--- src/rtl/ptr_pkg.sv ---
package ptr_pkg;
  localparam int BYTE_W   = 8;
  localparam int PTR_W    = 2 * BYTE_W;
  localparam int REG_W    = 5;
  localparam int N_PTR    = 3;
  localparam int BASE_REG = 26;

  typedef enum logic [1:0] {
    AM_PLAIN   = 2'd0,
    AM_POSTINC = 2'd1,
    AM_PREDEC  = 2'd2,
    AM_PMFETCH = 2'd3
  } acc_mode_e;
endpackage

--- src/rtl/ptr_step.sv ---
module ptr_step
  import ptr_pkg::*;
#(
  parameter int W = PTR_W
) (
  input  logic [W-1:0] cur,
  input  acc_mode_e    mode,
  output logic [W-1:0] addr,
  output logic [W-1:0] next,
  output logic         bump
);
  logic [W-1:0] plus_one;
  logic [W-1:0] minus_one;

  always_comb begin
    plus_one  = cur + W'(1);
    minus_one = cur - W'(1);
    addr      = (mode == AM_PREDEC) ? minus_one : cur;
    next      = (mode == AM_POSTINC) ? plus_one : minus_one;
    bump      = (mode == AM_POSTINC) || (mode == AM_PREDEC);
  end
endmodule

--- src/rtl/ptr_pair.sv ---
module ptr_pair
  import ptr_pkg::*;
#(
  parameter int BW     = BYTE_W,
  parameter int RW     = REG_W,
  parameter int LO_REG = BASE_REG
) (
  input  logic            clk,
  input  logic            rst_n,
  input  logic            wr_en,
  input  logic [RW-1:0]   wr_reg,
  input  logic [BW-1:0]   wr_data,
  input  logic            upd_en,
  input  logic [2*BW-1:0] upd_val,
  output logic [2*BW-1:0] val
);
  localparam logic [RW-1:0] LO_ID = RW'(LO_REG);
  localparam logic [RW-1:0] HI_ID = RW'(LO_REG + 1);

  logic hit_lo;
  logic hit_hi;

  assign hit_lo = wr_en && (wr_reg == LO_ID);
  assign hit_hi = wr_en && (wr_reg == HI_ID);

  always_ff @(posedge clk) begin
    if (!rst_n) begin
      val <= '0;
    end else if (upd_en) begin
      val <= upd_val;
    end else if (hit_lo) begin
      val[BW-1:0] <= wr_data;
    end else if (hit_hi) begin
      val[2*BW-1:BW] <= wr_data;
    end
  end
endmodule

--- src/rtl/ptr_addr_gen.sv ---
module ptr_addr_gen
  import ptr_pkg::*;
(
  input  logic               clk,
  input  logic               rst_n,
  input  logic               acc_stb,
  input  logic [1:0]         acc_sel,
  input  logic [1:0]         acc_mode,
  input  logic               wr_en,
  input  logic [REG_W-1:0]   wr_reg,
  input  logic [BYTE_W-1:0]  wr_data,
  output logic [PTR_W-1:0]   data_addr,
  output logic [PTR_W-2:0]   pm_word_addr,
  output logic               pm_hi_byte,
  output logic [PTR_W-1:0]   ptr_x,
  output logic [PTR_W-1:0]   ptr_y,
  output logic [PTR_W-1:0]   ptr_z
);
  localparam int Z_IDX = N_PTR - 1;

  logic [PTR_W-1:0] ptr_val [N_PTR];
  logic [PTR_W-1:0] sel_val;
  logic             sel_ok;
  logic [PTR_W-1:0] step_addr;
  logic [PTR_W-1:0] step_next;
  logic             step_bump;
  acc_mode_e        mode_e;

  assign mode_e = acc_mode_e'(acc_mode);
  assign sel_ok = (int'(acc_sel) < N_PTR);

  always_comb begin
    sel_val = '0;
    for (int i = 0; i < N_PTR; i++) begin
      if (int'(acc_sel) == i) sel_val = ptr_val[i];
    end
  end

  ptr_step #(.W(PTR_W)) u_step (
    .cur  (sel_val),
    .mode (mode_e),
    .addr (step_addr),
    .next (step_next),
    .bump (step_bump)
  );

  for (genvar g = 0; g < N_PTR; g++) begin : g_ptr
    logic upd;
    assign upd = acc_stb && step_bump && (int'(acc_sel) == g);
    ptr_pair #(
      .BW     (BYTE_W),
      .RW     (REG_W),
      .LO_REG (BASE_REG + 2 * g)
    ) u_pair (
      .clk     (clk),
      .rst_n   (rst_n),
      .wr_en   (wr_en),
      .wr_reg  (wr_reg),
      .wr_data (wr_data),
      .upd_en  (upd),
      .upd_val (step_next),
      .val     (ptr_val[g])
    );
  end

  assign data_addr    = sel_ok ? step_addr : '0;
  assign pm_word_addr = ptr_val[Z_IDX][PTR_W-1:1];
  assign pm_hi_byte   = ptr_val[Z_IDX][0];
  assign ptr_x        = ptr_val[0];
  assign ptr_y        = ptr_val[1];
  assign ptr_z        = ptr_val[Z_IDX];
endmodule

--- config.mk ---
export PLATFORM = sky130hd
export DESIGN_NAME = ptr_addr_gen
export DESIGN_NICKNAME = d
export VERILOG_FILES = /design/src/rtl/ptr_pkg.sv /design/src/rtl/ptr_step.sv /design/src/rtl/ptr_pair.sv /design/src/rtl/ptr_addr_gen.sv
export SDC_FILE = /design/constraint.sdc
export NUM_CORES = 1
export LEC_CHECK = 0
export BUFFER_PORTS_ARGS = -buffer_cell sky130_fd_sc_hd__buf_2
export CORE_MARGIN = 2
export CORE_UTILIZATION = 45
export CTS_CLUSTER_DIAMETER = 40
export DETAILED_ROUTE_END_ITERATION = 8
export PLACE_DENSITY = 0.77
export SLEW_MARGIN = 20
export SYNTH_ARGS = -nofsm -noshare
export SYNTH_HDL_FRONTEND = slang
export SYNTH_SLANG_ARGS = --single-unit
--- constraint.sdc ---
create_clock -name clk -period 2.3 [get_ports clk]
set_input_delay 0.115 -clock clk [delete_from_list [all_inputs] [get_ports clk]]
set_output_delay 0.115 -clock clk [all_outputs]
set_load 0.02 [all_outputs]
==> flow_metrics.env, run 1 <==
export IMPL_die_h_um=95.7
export IMPL_grt_antenna_before_repair=0
export IMPL_outcome="finished with violations"
export IMPL_slowest_stage="nor4_4"
export IMPL_fill_cells=718
export IMPL_ant_nets=0
export IMPL_synth_cell_types=51
export IMPL_diodes=0
export IMPL_ir_worst_vdd_v=0.000284
export IMPL_largest_registers="g_ptr.u_pair.val x48"
export IMPL_largest_reg_flops=48
export IMPL_violations="negative setup slack"
export IMPL_clkTransAtPathRegs_ns=0.09
export IMPL_slew_headroom=0.441
export IMPL_gp_congestion=1.02
export IMPL_power_leakage_nw=2.50
export IMPL_place_area_mm2=0.00465
export IMPL_die_x_um=95.7
export IMPL_stdcell_area_mm2=0.00507
export IMPL_setup_slack_ns=-0.121
export IMPL_htree_levels=2
export IMPL_dp_hpwl_mm=9.85
export IMPL_cts_root_buf="clkbuf_8"
export IMPL_crit_start="g_ptr[1].u_pair.val[1]"
export IMPL_seq_power_share=0.351
export IMPL_slew_viol_final=0
export IMPL_dr_pass1_iters=5
export IMPL_vias_per_cell=6.21
export IMPL_synth_top_flop_cell="dfxtp_1"
export IMPL_syn_to_final_growth_pct=34.1
export IMPL_drive_gt1_frac=0.404
export IMPL_fmax_mhz=413
export IMPL_grtUsageTotal=0.292
export IMPL_cp_top_family="buffers and inverters"
export IMPL_io_pins=101
export IMPL_power_density_mw_per_mm2=510
export IMPL_rows=33
export IMPL_async_reset_ff_frac=0
export IMPL_crit_chain="mux2i_2 -> a2bb2oi_2 -> buf_6 -> inv_8 -> nor4_4 -> buf_4 -> nand4_1 -> xor2_1 -> nor2_1 -> buf_4"
export IMPL_fin_crit_sh=1.05
export IMPL_p_clk_frac=0.288
export IMPL_p_int_mw=1.69
export IMPL_cts_made_buffers=5
export IMPL_max_stage_delay_ns=0.35
export IMPL_start_util=0.463
export IMPL_power_frac_comb=0.361
export IMPL_r2r_start="g_ptr[1].u_pair.val[1]"
export IMPL_overflow=0
export IMPL_synth_edff_count=0
export IMPL_worstHoldStart="wr_data[1]"
export IMPL_vias=4403
export IMPL_final_nets=629
export IMPL_synth_area_per_cell_um2=8.13
export IMPL_grt_pass1_wl_mm=20.8
export IMPL_cts_hold_buf=0
export IMPL_syn_inst=465
export IMPL_p_sw_frac=0.347
export IMPL_crit_top_cell="buf_4"
export IMPL_synth_largest_area_cell="dfxtp_1"
export IMPL_synth_top_area_frac=0.254
export IMPL_arrival_ns=2.31
export IMPL_coreArea_mm2=0.00818
export IMPL_top_register="g_ptr.u_pair.val"
export IMPL_rsz0062_at_grt="yes"
export IMPL_cp_end_kind="primary output"
export IMPL_period_minus_slack_ns=2.42
export IMPL_hp_class="input pin to flip-flop"
export IMPL_synthTopCellsByArea="dfxtp_1 (25%), mux2i_1 (7.7%), o21ai_0 (5.4%)"
export IMPL_drtIter0Drc=452
export IMPL_drt_wl_total_mm=13.5
export IMPL_ys_warn_count=0
export IMPL_wl_per_cell_um=19.0
export IMPL_cp_max_fo=4
export IMPL_grt_pass1_vias=4096
export IMPL_max_cap_violations=0
export IMPL_grt_max_degree=49
export IMPL_power_mw=2.59
export IMPL_crit_type="flip-flop to primary output"
export IMPL_clockBufferDepth=2
export IMPL_ys_seq_area_frac=0.254
export IMPL_finalSetupViolations=7
export IMPL_crit_buf_inv=4
export IMPL_clock_sinks=48
export IMPL_tightest_slew_ns=0.838
export IMPL_hold_violations=0
export IMPL_cp_start_kind="flip-flop"
export IMPL_cp_data_required_time_ns=2.18
export IMPL_die_area_mm2=0.00915
export IMPL_switchingPower_mw=0.898
export IMPL_netlist_area_mm2=0.00378
export IMPL_drc=0
export IMPL_portBuffers=100
export IMPL_ys_ff_latch=48
export IMPL_clock_skew_ns=0.0104
export IMPL_cts_tree="yes"
export IMPL_synth_net_count=490
export IMPL_insertion_delay_ns=0.31
## tightest hold or removal path, delay by kind of cell
kind / cells / cell delay, ns
buffers and inverters: 1 / 0.14
and+or+nand+nor: 2 / 0.12
AOI/OAI and AO/OA: 1 / 0.12
## power groups by stage
stage                     logic, mW  clock network, mW  registers [mW]
after CTS                     0.868              0.743           0.906
after global placement        0.801                  0           0.924
after floorplan               0.490                  0           0.966
final                         0.935              0.745           0.907
after global routing          0.994              0.773           0.912
after detailed placement      0.814                  0           0.925
## logic make-up (layout without fill, tap and decap cells)
kind of cell	Yosys count	in the layout	synth area share
fa+ha+maj	4	4	0.0132
compound gates	117	117	0.229
flops	48	48	0.254
mux	44	44	0.121
buf+inv	58	197	0.0867
xor+xnor	21	21	0.0486
simple gates	173	173	0.247
## what timing repair did
action | in CTS | in global routing
resized for setup | 19 | 34
buffers inserted | 11 | 5
hold endpoints to repair | 0 | 0
endpoints found under the setup margin | 11 | 32
pin swaps | 14 | 23
## metal layers
| metal | track usage | share of wire |
|---|---|---|
| met1 | 0.404 | 0.42 |
| met2 | 0.460 | 0.46 |
| met3 | 0.0387 | 0.095 |
| met4 | 0.110 | 0.023 |
| met5 | 0 | 0 |
## cell type report
cell class / count / area [µm²] / area share
Clock buffer: 5 / 68.8 / 0.0136
Clock inverter: 2 / 60.1 / 0.0118
Inverter: 7 / 38.8 / 0.00764
Multi-Input combinational cell: 359 / 2610 / 0.514
Sequential cell: 48 / 966 / 0.190
Tap cell: 105 / 131 / 0.0259
Timing Repair Buffer: 183 / 1200 / 0.236
## stage by stage
stage | TNS (ns) | hold WS (ns) | util | worst slack [ns] | instances
global route | -2.03 | 0.231 | 0.621 | -0.239 | 709
CTS | -0.532 | 0.236 | 0.601 | -0.119 | 706
floorplan | 0 | 0.371 | - | 0.0505 | 465
global placement | -0.0128 | 0.552 | 0.568 | -0.0112 | 688
finish | -0.563 | 0.228 | 0.621 | -0.121 | 709
detailed placement | -0.00942 | 0.559 | 0.568 | -0.00942 | 688
## Yosys cell counts, drive strengths merged, types with 2 or more instances
library cell  count
a2bb2oi           3
o311a            18
nor3              9
buf              29
and4              4
and3             14
nand3            32
mux2             15
inv               6
o2bb2ai          12
ha                4
nand3b            2
or3               4
nor2             27
a21oi            15
a31oi             9
nand4            22
o211ai            2
nor4              5
o21ai            41
nand4b            2
o211a            12
mux2i            29
xor2             12
nand2b            2
xnor2             9
and2              3
nand2            41
nor3b             3
dfxtp            48
clkbuf           22
## worst paths after layout
| path | end | slack, ns | depth (start not counted) |
|---|---|---|---|
| worst max-delay path | data_addr[9] | -0.12 | 10 |
| worst max register to register | g_ptr[2].u_pair.val[10] | 0.07 | 11 |
| worst min-delay path | g_ptr[0].u_pair.val[1] | 0.23 | 4 |
| worst min register to register | g_ptr[0].u_pair.val[4] | 0.63 | 3 |
## placed cells by master, fill, tap and decap left out, types with 9 or more instances in the layout
cell,instances
buf_2,87
buf_4,87
dfxtp_1,44
o21ai_0,41
nand2_1,41
nand3_1,29
mux2i_1,28
nor2_1,27
nand4_1,22
o311a_1,18
mux2_2,15
a21oi_1,14
o211a_1,12
xor2_1,11
a31oi_1,9
No activity file was read; power rests on OpenSTA's default activity.
==> inputs of run 2 (changes only) <==
Settings changed: ABC_AREA set to 0, SKIP_LAST_GASP set to 1.
==> flow_metrics.env, run 2 (same netlist as run 1, synthesis figures left out) <==
export IMPL_diodes=0
export IMPL_dr_pass1_iters=5
export IMPL_finalSetupViolations=7
export IMPL_clkTransAtPathRegs_ns=0.09
export IMPL_largest_reg_flops=48
export IMPL_cp_max_fo=4
export IMPL_cts_root_buf="clkbuf_8"
export IMPL_grt_antenna_before_repair=0
export IMPL_max_stage_delay_ns=0.34
export IMPL_drtIter0Drc=484
export IMPL_final_cell_mix="buf_2 (87), buf_4 (87), dfxtp_1 (44)"
export IMPL_stdcell_area_mm2=0.00506
export IMPL_clock_sinks=48
export IMPL_cts_made_buffers=5
export IMPL_start_util=0.463
export IMPL_grt_pass1_vias=4092
export IMPL_die_h_um=95.7
export IMPL_fmax_mhz=418
export IMPL_drt_wl_total_mm=13.5
export IMPL_r2r_start="g_ptr[1].u_pair.val[2]"
export IMPL_power_mw=2.58
export IMPL_worstHoldStart="wr_data[1]"
export IMPL_dp_hpwl_mm=9.85
export IMPL_slew_headroom=0.452
export IMPL_gp_congestion=1.02
export IMPL_largest_registers="g_ptr.u_pair.val x48"
export IMPL_drive_gt1_frac=0.403
export IMPL_wl_per_cell_um=19.1
export IMPL_vias_per_cell=6.23
export IMPL_vias=4408
export IMPL_hp_class="input pin to flip-flop"
export IMPL_ant_nets=0
export IMPL_period_minus_slack_ns=2.39
export IMPL_crit_type="flip-flop to primary output"
export IMPL_power_leakage_nw=2.50
export IMPL_coreArea_mm2=0.00818
export IMPL_violations="negative setup slack"
export IMPL_final_nets=628
export IMPL_htree_levels=2
export IMPL_slew_viol_final=0
export IMPL_die_area_mm2=0.00915
export IMPL_top_register="g_ptr.u_pair.val"
export IMPL_rsz0062_at_grt="yes"
export IMPL_hold_violations=0
export IMPL_rows=33
export IMPL_ff2ff_setup_slack_ns=0.08
export IMPL_place_area_mm2=0.00465
export IMPL_crit_chain="mux2i_2 -> a2bb2oi_2 -> buf_6 -> inv_8 -> nor4_4 -> buf_4 -> nand4_1 -> xor2_1 -> nor2_1 -> buf_4"
export IMPL_fin_crit_sh=1.04
export IMPL_crit_top_cell="buf_4"
export IMPL_outcome="finished with violations"
export IMPL_crit_start="g_ptr[1].u_pair.val[1]"
export IMPL_portBuffers=100
export IMPL_grt_pass1_wl_mm=20.8
export IMPL_insertion_delay_ns=0.31
export IMPL_clockBufferDepth=2
export IMPL_setup_slack_ns=-0.0935
export IMPL_io_pins=101
export IMPL_cts_hold_buf=0
export IMPL_slowest_stage="dfxtp_2"
export IMPL_cp_start_kind="flip-flop"
export IMPL_arrival_ns=2.28
export IMPL_syn_to_final_growth_pct=33.9
export IMPL_tightest_slew_ns=0.823
export IMPL_cts_tree="yes"
export IMPL_cp_data_required_time_ns=2.18
export IMPL_overflow=0
export IMPL_drc=0
export IMPL_die_x_um=95.7
export IMPL_max_cap_violations=0
export IMPL_cp_end_kind="primary output"
export IMPL_clock_skew_ns=0.00778
export IMPL_grt_max_degree=49
export IMPL_ir_worst_vdd_v=0.000284
export IMPL_power_density_mw_per_mm2=510
export IMPL_grtUsageTotal=0.292
==> run 2: critical path, delay by kind of cell (launching register included) <==
| kind | cells | cell delay (ns) |
|---|---|---|
| buf+inv | 4 | 0.56 |
| flops | 1 | 0.34 |
| compound gates | 1 | 0.21 |
| xor+xnor | 1 | 0.20 |
| simple gates | 3 | 0.50 |
| mux | 1 | 0.16 |
==> run 2: final timing paths <==
path | endpoint | cells after the start
min reg2reg | g_ptr[0].u_pair.val[4] | 3
max | data_addr[9] | 10
max reg2reg | g_ptr[1].u_pair.val[7] | 9
min | g_ptr[0].u_pair.val[1] | 4
==> run 2: layer usage <==
metal / vias up / global-route usage / share of wire
met5: - / 0 / 0
met4: 0 / 0.107 / 0.024
met3: 38 / 0.0387 / 0.11
met2: 294 / 0.457 / 0.46
met1: 2057 / 0.408 / 0.41
li1: 2019 / - / -
==> run 2: final cells by class <==
type	instances	area, µm²
Clock buffer	5	68.8
Clock inverter	2	60.1
Fill cell	714	3110
Inverter	7	38.8
Multi-Input combinational cell	359	2610
Sequential cell	48	966
Tap cell	105	131
Timing Repair Buffer	182	1190
==> run 2: metrics by stage <==
stage	hold slack [ns]	util	setup slack (ns)	TNS [ns]	instances
floorplan	0.371	-	0.0505	0	465
global placement	0.552	0.568	-0.0112	-0.0128	688
detailed placement	0.559	0.568	-0.00942	-0.00942	688
CTS	0.236	0.600	-0.119	-0.594	706
global route	0.231	0.620	-0.232	-1.95	708
finish	0.226	0.620	-0.0935	-0.442	708
==> run 2: power breakdown <==
group,switching [mW],internal [mW]
combinational,0.543,0.389
sequential,0.0366,0.871
clock,0.314,0.428
total,0.893,1.69
==> run 2: what timing repair did <==
item	in CTS	in global routing
setup buffers	11	5
pin swaps	13	23
resized for setup	17	35
endpoints found under the setup margin	11	32
